--- config.mk ---
export PLATFORM = sky130hd
export DESIGN_NAME = cell_tx_ingress
export DESIGN_NICKNAME = d
export VERILOG_FILES = /design/src/rtl/cti_pkg.sv /design/src/rtl/cti_ctrl.sv /design/src/rtl/cti_datapath.sv /design/src/rtl/cell_tx_ingress.sv
export SDC_FILE = /design/constraint.sdc
export NUM_CORES = 2
export LEC_CHECK = 0
export BUFFER_PORTS_ARGS = -buffer_cell sky130_fd_sc_hd__buf_2
export CAP_MARGIN = 25
export CELL_PAD_IN_SITES_DETAIL_PLACEMENT = 0
export CELL_PAD_IN_SITES_GLOBAL_PLACEMENT = 1
export CORE_MARGIN = 5
export CORE_UTILIZATION = 40
export DETAILED_ROUTE_END_ITERATION = 8
export GPL_ROUTABILITY_DRIVEN = 0
export PLACE_DENSITY_LB_ADDON = 0.1
export REMOVE_ABC_BUFFERS = 1
export SLEW_MARGIN = 40
export SYNTH_ARGS = -nofsm -noshare
export SYNTH_HDL_FRONTEND = slang
export SYNTH_HIERARCHICAL = 1
export SYNTH_SLANG_ARGS = --single-unit
--- constraint.sdc ---
create_clock -name clk -period 9.7 [get_ports clk]
set_clock_uncertainty 0.15 [all_clocks]
set_input_delay 1.94 -clock clk [delete_from_list [all_inputs] [get_ports clk]]
set_output_delay 1.94 -clock clk [all_outputs]
set_load 0.02 [all_outputs]
--- src/rtl/cti_pkg.sv ---
package cti_pkg;
  localparam int CELL_BYTES = 53;
  localparam int IDX_W      = $clog2(CELL_BYTES);
  localparam int STS_BITS   = 2;
  localparam int STS_PAR    = 0;
  localparam int STS_RUNT   = 1;

  // strobes from the capture control to the cell store
  typedef struct packed {
    logic             wrEn;
    logic             commit;
    logic [IDX_W-1:0] wrIdx;
  } capStrobe_t;
endpackage

--- src/rtl/cti_ctrl.sv ---
module cti_ctrl
  import cti_pkg::*;
(
  input  logic                clk,
  input  logic                rstN,
  input  logic [7:0]          busData,
  input  logic                busPar,
  input  logic                busSoc,
  input  logic                busEnN,
  input  logic                roomAvail,
  input  logic                parChkEn,
  input  logic [STS_BITS-1:0] irqEn,
  input  logic [STS_BITS-1:0] stsClr,
  output capStrobe_t          strobe,
  output logic [STS_BITS-1:0] sts,
  output logic                irq
);
  localparam logic [IDX_W-1:0] LAST_IDX = IDX_W'(CELL_BYTES - 1);

  logic             capturing;
  logic [IDX_W-1:0] byteCnt;
  logic             accept;
  logic             startNow;
  logic             parBad;
  logic             runtNow;
  logic [STS_BITS-1:0] setVec;

  always_comb begin
    accept   = !busEnN;
    startNow = accept && busSoc;
    // odd parity: data bits plus parity bit must hold an odd count of ones
    parBad   = accept && parChkEn && !(^{busData, busPar});
    runtNow  = startNow && capturing;
    setVec           = '0;
    setVec[STS_PAR]  = parBad;
    setVec[STS_RUNT] = runtNow;
  end

  always_comb begin
    strobe.wrEn   = accept && (busSoc ? roomAvail : capturing);
    strobe.wrIdx  = busSoc ? '0 : byteCnt;
    strobe.commit = accept && !busSoc && capturing && (byteCnt == LAST_IDX);
  end

  always_ff @(posedge clk or negedge rstN) begin
    if (!rstN) begin
      capturing <= 1'b0;
      byteCnt   <= '0;
    end else if (startNow) begin
      capturing <= roomAvail;
      byteCnt   <= IDX_W'(1);
    end else if (accept && capturing) begin
      if (byteCnt == LAST_IDX) begin
        capturing <= 1'b0;
        byteCnt   <= '0;
      end else begin
        byteCnt <= byteCnt + IDX_W'(1);
      end
    end
  end

  for (genvar g = 0; g < STS_BITS; g++) begin : g_sts
    always_ff @(posedge clk or negedge rstN) begin
      if (!rstN) sts[g] <= 1'b0;
      else       sts[g] <= setVec[g] | (sts[g] & !stsClr[g]);
    end
  end

  assign irq = |(sts & irqEn);
endmodule

--- src/rtl/cti_datapath.sv ---
module cti_datapath
  import cti_pkg::*;
#(
  parameter int DEPTH_CELLS = 4
) (
  input  logic       clk,
  input  logic       rstN,
  input  capStrobe_t strobe,
  input  logic [7:0] busData,
  input  logic       popReady,
  output logic       outValid,
  output logic [7:0] outData,
  output logic       outSoc,
  output logic       roomAvail
);
  localparam int MEM_BYTES = DEPTH_CELLS * CELL_BYTES;
  localparam int ADDR_W    = $clog2(MEM_BYTES);
  localparam int SLOT_W    = (DEPTH_CELLS > 1) ? $clog2(DEPTH_CELLS) : 1;
  localparam int USED_W    = $clog2(DEPTH_CELLS + 1);
  localparam logic [IDX_W-1:0] LAST_IDX = IDX_W'(CELL_BYTES - 1);

  logic [7:0]        cellMem [MEM_BYTES];
  logic [SLOT_W-1:0] wrSlot;
  logic [SLOT_W-1:0] rdSlot;
  logic [IDX_W-1:0]  rdIdx;
  logic [USED_W-1:0] usedCells;
  logic [ADDR_W-1:0] wrAddr;
  logic [ADDR_W-1:0] rdAddr;
  logic              popNow;
  logic              lastPop;

  function automatic logic [SLOT_W-1:0] slotNext(input logic [SLOT_W-1:0] s);
    return (int'(s) == DEPTH_CELLS - 1) ? '0 : s + SLOT_W'(1);
  endfunction

  function automatic logic [ADDR_W-1:0] byteAddr(input logic [SLOT_W-1:0] s,
                                                 input logic [IDX_W-1:0] i);
    return ADDR_W'(int'(s) * CELL_BYTES + int'(i));
  endfunction

  always_comb begin
    wrAddr    = byteAddr(wrSlot, strobe.wrIdx);
    rdAddr    = byteAddr(rdSlot, rdIdx);
    outValid  = (usedCells != '0);
    outData   = cellMem[rdAddr];
    outSoc    = (rdIdx == '0);
    roomAvail = (usedCells < USED_W'(DEPTH_CELLS));
    popNow    = outValid && popReady;
    lastPop   = popNow && (rdIdx == LAST_IDX);
  end

  always_ff @(posedge clk) begin
    if (strobe.wrEn) cellMem[wrAddr] <= busData;
  end

  always_ff @(posedge clk or negedge rstN) begin
    if (!rstN) begin
      wrSlot    <= '0;
      rdSlot    <= '0;
      rdIdx     <= '0;
      usedCells <= '0;
    end else begin
      if (strobe.commit) wrSlot <= slotNext(wrSlot);
      if (popNow) begin
        if (lastPop) begin
          rdIdx  <= '0;
          rdSlot <= slotNext(rdSlot);
        end else begin
          rdIdx <= rdIdx + IDX_W'(1);
        end
      end
      case ({strobe.commit, lastPop})
        2'b10:   usedCells <= usedCells + USED_W'(1);
        2'b01:   usedCells <= usedCells - USED_W'(1);
        default: usedCells <= usedCells;
      endcase
    end
  end
endmodule

--- src/rtl/cell_tx_ingress.sv ---
module cell_tx_ingress
  import cti_pkg::*;
#(
  parameter int DEPTH_CELLS = 4
) (
  input  logic       clk,
  input  logic       rstN,
  input  logic [7:0] busData,
  input  logic       busPar,
  input  logic       busSoc,
  input  logic       busEnN,
  output logic       cellRoom,
  input  logic       parChkEn,
  input  logic [1:0] irqEn,
  input  logic [1:0] stsClr,
  output logic [1:0] sts,
  output logic       irq,
  input  logic       popReady,
  output logic       outValid,
  output logic [7:0] outData,
  output logic       outSoc
);
  capStrobe_t strobe;

  cti_ctrl u_ctrl (
    .clk       (clk),
    .rstN      (rstN),
    .busData   (busData),
    .busPar    (busPar),
    .busSoc    (busSoc),
    .busEnN    (busEnN),
    .roomAvail (cellRoom),
    .parChkEn  (parChkEn),
    .irqEn     (irqEn),
    .stsClr    (stsClr),
    .strobe    (strobe),
    .sts       (sts),
    .irq       (irq)
  );

  cti_datapath #(.DEPTH_CELLS(DEPTH_CELLS)) u_dp (
    .clk       (clk),
    .rstN      (rstN),
    .strobe    (strobe),
    .busData   (busData),
    .popReady  (popReady),
    .outValid  (outValid),
    .outData   (outData),
    .outSoc    (outSoc),
    .roomAvail (cellRoom)
  );
endmodule

==> flow_summary.yaml <==
status:
  status: "finished, final reports clean"
cts:
  numCtsBuffers: 182
  ctsHoldBuffers: 0
  cts_tree: "done"
  clockBufferDepth: 3
  postCtsSetupRepairBufs: 0
  clock_sinks: 1718
  insertion_delay_ns: 0.80
  post_cts_resized: 0
  clkTransAtPathRegs_ns: 0.06
  ctsHtreeMaxLevel: 4
  root_buffer: "clkbuf_16"
setup_path:
  worst-setup-path-type: "flip-flop to output pin"
  crit_family: "adder cells"
  cpMaxStageDelayCell: "fa_4"
  max_stage_delay_ns: 1.37
  path_buf_inv: 3
  rr_startpoint: "u_ctrl/byteCnt[1]"
  crit_start: "u_dp/rdSlot[1]"
  required_ns: 7.61
  critPathMaxFanout: 43
  worst_ep_arrival_time_ns: 6.11
  crit_path_start_kind: "flip-flop"
  cp-end-kind: "output pin"
  path_cells: "ha_1 -> ha_4 -> inv_1 -> fa_4 -> buf_4 -> mux4_2 -> mux2_2 -> o21ai_0 -> a22oi_1 -> a31oi_1 -> a211oi_1 -> buf_2"
  r2r_slack_ns: 4.78
synthesis:
  yosys_warnings: 6
  ys_seq_area_frac: 0.758
  synth_top_area_frac: 0.750
  synthAdderAreaFrac: 0.00682
  synth.avg_cell_area_um2: 21.8
  synth_compound_gate_area_share: 0.0111
  synth_top_family_by_area: "multiplexers"
  synth_top_cell_by_area: "edfxtp_1"
  synth_enable_flop_cells: 1696
  synth_area_leaders: "edfxtp_1 (75%), mux4_2 (17%), nor2_1 (1.4%)"
  synth-simple-area-share: 0.0298
  synthXorXnorAreaFrac: 0.00304
  synth_cells: 3115
  synthArstFlopShare: 0.0128
  ys.flop_type: "edfxtp_1"
  ys_types: 56
  synth_area_um2: 67900
  yosys_register_bits: 1718
  muxShareOfSynthArea: 0.175
sta:
  setup_viol: 0
  relSlewSlack: 0.414
  max_freq_mhz: 122
  slew_violations: 0
  worst-slew-pin-transition_ns: 0.855
  post-route-period-util: 0.846
  timing.final.ws_setup_ns: 1.50
  hold_viol: 0
  min_period_ns: 8.20
  finalHoldWorstSlack_ns: 0.331
  rsz0062_at_grt: "no"
power:
  p_leak_nw: 23.9
  power_density_nw_per_um2: 268
  ir_drop_mv: 0.188
  p_total_w: 0.0207
floorplan:
  die_area_um2: 178000
  die_height_um: 422
  die_w_um: 422
  coreArea_um2: 169000
  pin_count: 33
  floorplan.initialDensity: 0.401
  rows: 151
worst_hold_path:
  min_from: "u_dp/usedCells[0]"
  hold_class: "flip-flop to flip-flop"
final_layout:
  drive_gt1_frac: 0.312
  final_common_cell: "edfxtp_1"
  final_cells: 5615
  num-nets-final: 3297
  syn2layout_area_growth_pct: 13.8
  layout_common_cells: "edfxtp_1 (1696), mux4_2 (498), clkbuf_16 (185), nor2_1 (133), nor2_2 (124)"
routing:
  vias: 32100
  totalWireLength_mm: 182
  drc_errors: 0
  drtIter0Drc: 3123
  avgRoutedWirePerCell_um: 32.4
  postRouteAntennaNets: 0
  first_pass_iters: 5
  vias_per_cell: 5.72
place:
  dp_slack_ns: 2.34
  hpwl_mm: 111
  io_buffers: 32
  placed_cells: 5273
global_routing:
  grt_pass1_wl_mm: 260
  track_usage: 0.204
  grt_pass1_vias: 33700
  grt_max_degree: 167
  antenna_found_initial: 2
  overflow: 0
run:
  cap_violations: 0
## where the power goes
group,leakage (nW),switching (W),internal [W]
combinational,5.48,0.00338,0.00230
sequential,15.5,0.0000269,0.00817
clock,2.89,0.00287,0.00392
total,23.9,0.00628,0.0144
## cells by family (layout without fill, tap and decap cells)
family	count (synthesis)	in the layout
adder cells (fa/ha/maj)	34	34
AND/OR/NAND/NOR	471	471
AO/OA/AOI/OAI	112	112
other	0	1
flip-flops	1718	1718
buffers and inverters	193	474
multiplexers	565	565
XOR/XNOR	22	22
## registers in the layout, summed over array words and instances, names as in the netlist
signal and flops:
u_dp/cellMem 1696, u_ctrl/byteCnt 6, u_dp/rdIdx 6, u_dp/usedCells 3, u_ctrl/sts 2, u_dp/rdSlot 2
u_dp/wrSlot 2, u_ctrl/capturing 1
## synthesized netlist by cell type (8+ instances only)
cell type     n
nand4_1       9
a21oi_1      17
ha_1         29
mux4_2      498
buf_6        15
clkbuf_1     59
a211oi_1     21
nor3_1        8
o21ai_0      20
edfxtp_1   1696
buf_2        44
nor2_1      258
o22ai_1      11
nor2b_1      17
nand2_1      83
mux2i_1      51
dfrtp_1      22
inv_1        23
xnor2_1      14
mux2_2       16
buf_1        12
buf_4        38
nand3_1      61
## through the flow
stage | TNS (ns) | cell area [um^2] | utilization
after floorplan | -82.26 | 66900 | -
after global placement | 0 | 70800 | 0.419
after detailed placement | 0 | 71000 | 0.420
after CTS | 0 | 76900 | 0.455
after global routing | 0 | 77200 | 0.457
final | 0 | 77200 | 0.457
## per-layer routing
layer / share of wire / wire (um) / global-route usage
met1: 0.42 / 76600 / 0.283
met4: 0.025 / 4500 / 0.0514
met5: 0.000038 / 7 / 0
met2: 0.50 / 91600 / 0.341
met3: 0.050 / 9160 / 0.0320
## worst paths after layout
kind	endpoint	depth (start not counted)
max in group asynchronous	u_dp/usedCells[2]	1
hold reg to reg	u_dp/usedCells[0]	1
setup reg to reg	u_dp/cellMem[196][7]	12
hold / removal	u_dp/usedCells[0]	1
min in group asynchronous	u_ctrl/byteCnt[4]	1
setup / recovery	outData[6]	12
## final cells by class
cell class	count	area, um^2
diodes	1	2.50
clock buffers	213	4730
clock inverters	123	1110
fillers	14000	91900
inverters	24	90.1
multi-input cells	1204	15900
flip-flops and latches	1718	51500
well taps	2218	2780
repair buffers	114	1150
Power figures use the tool's default switching activity.
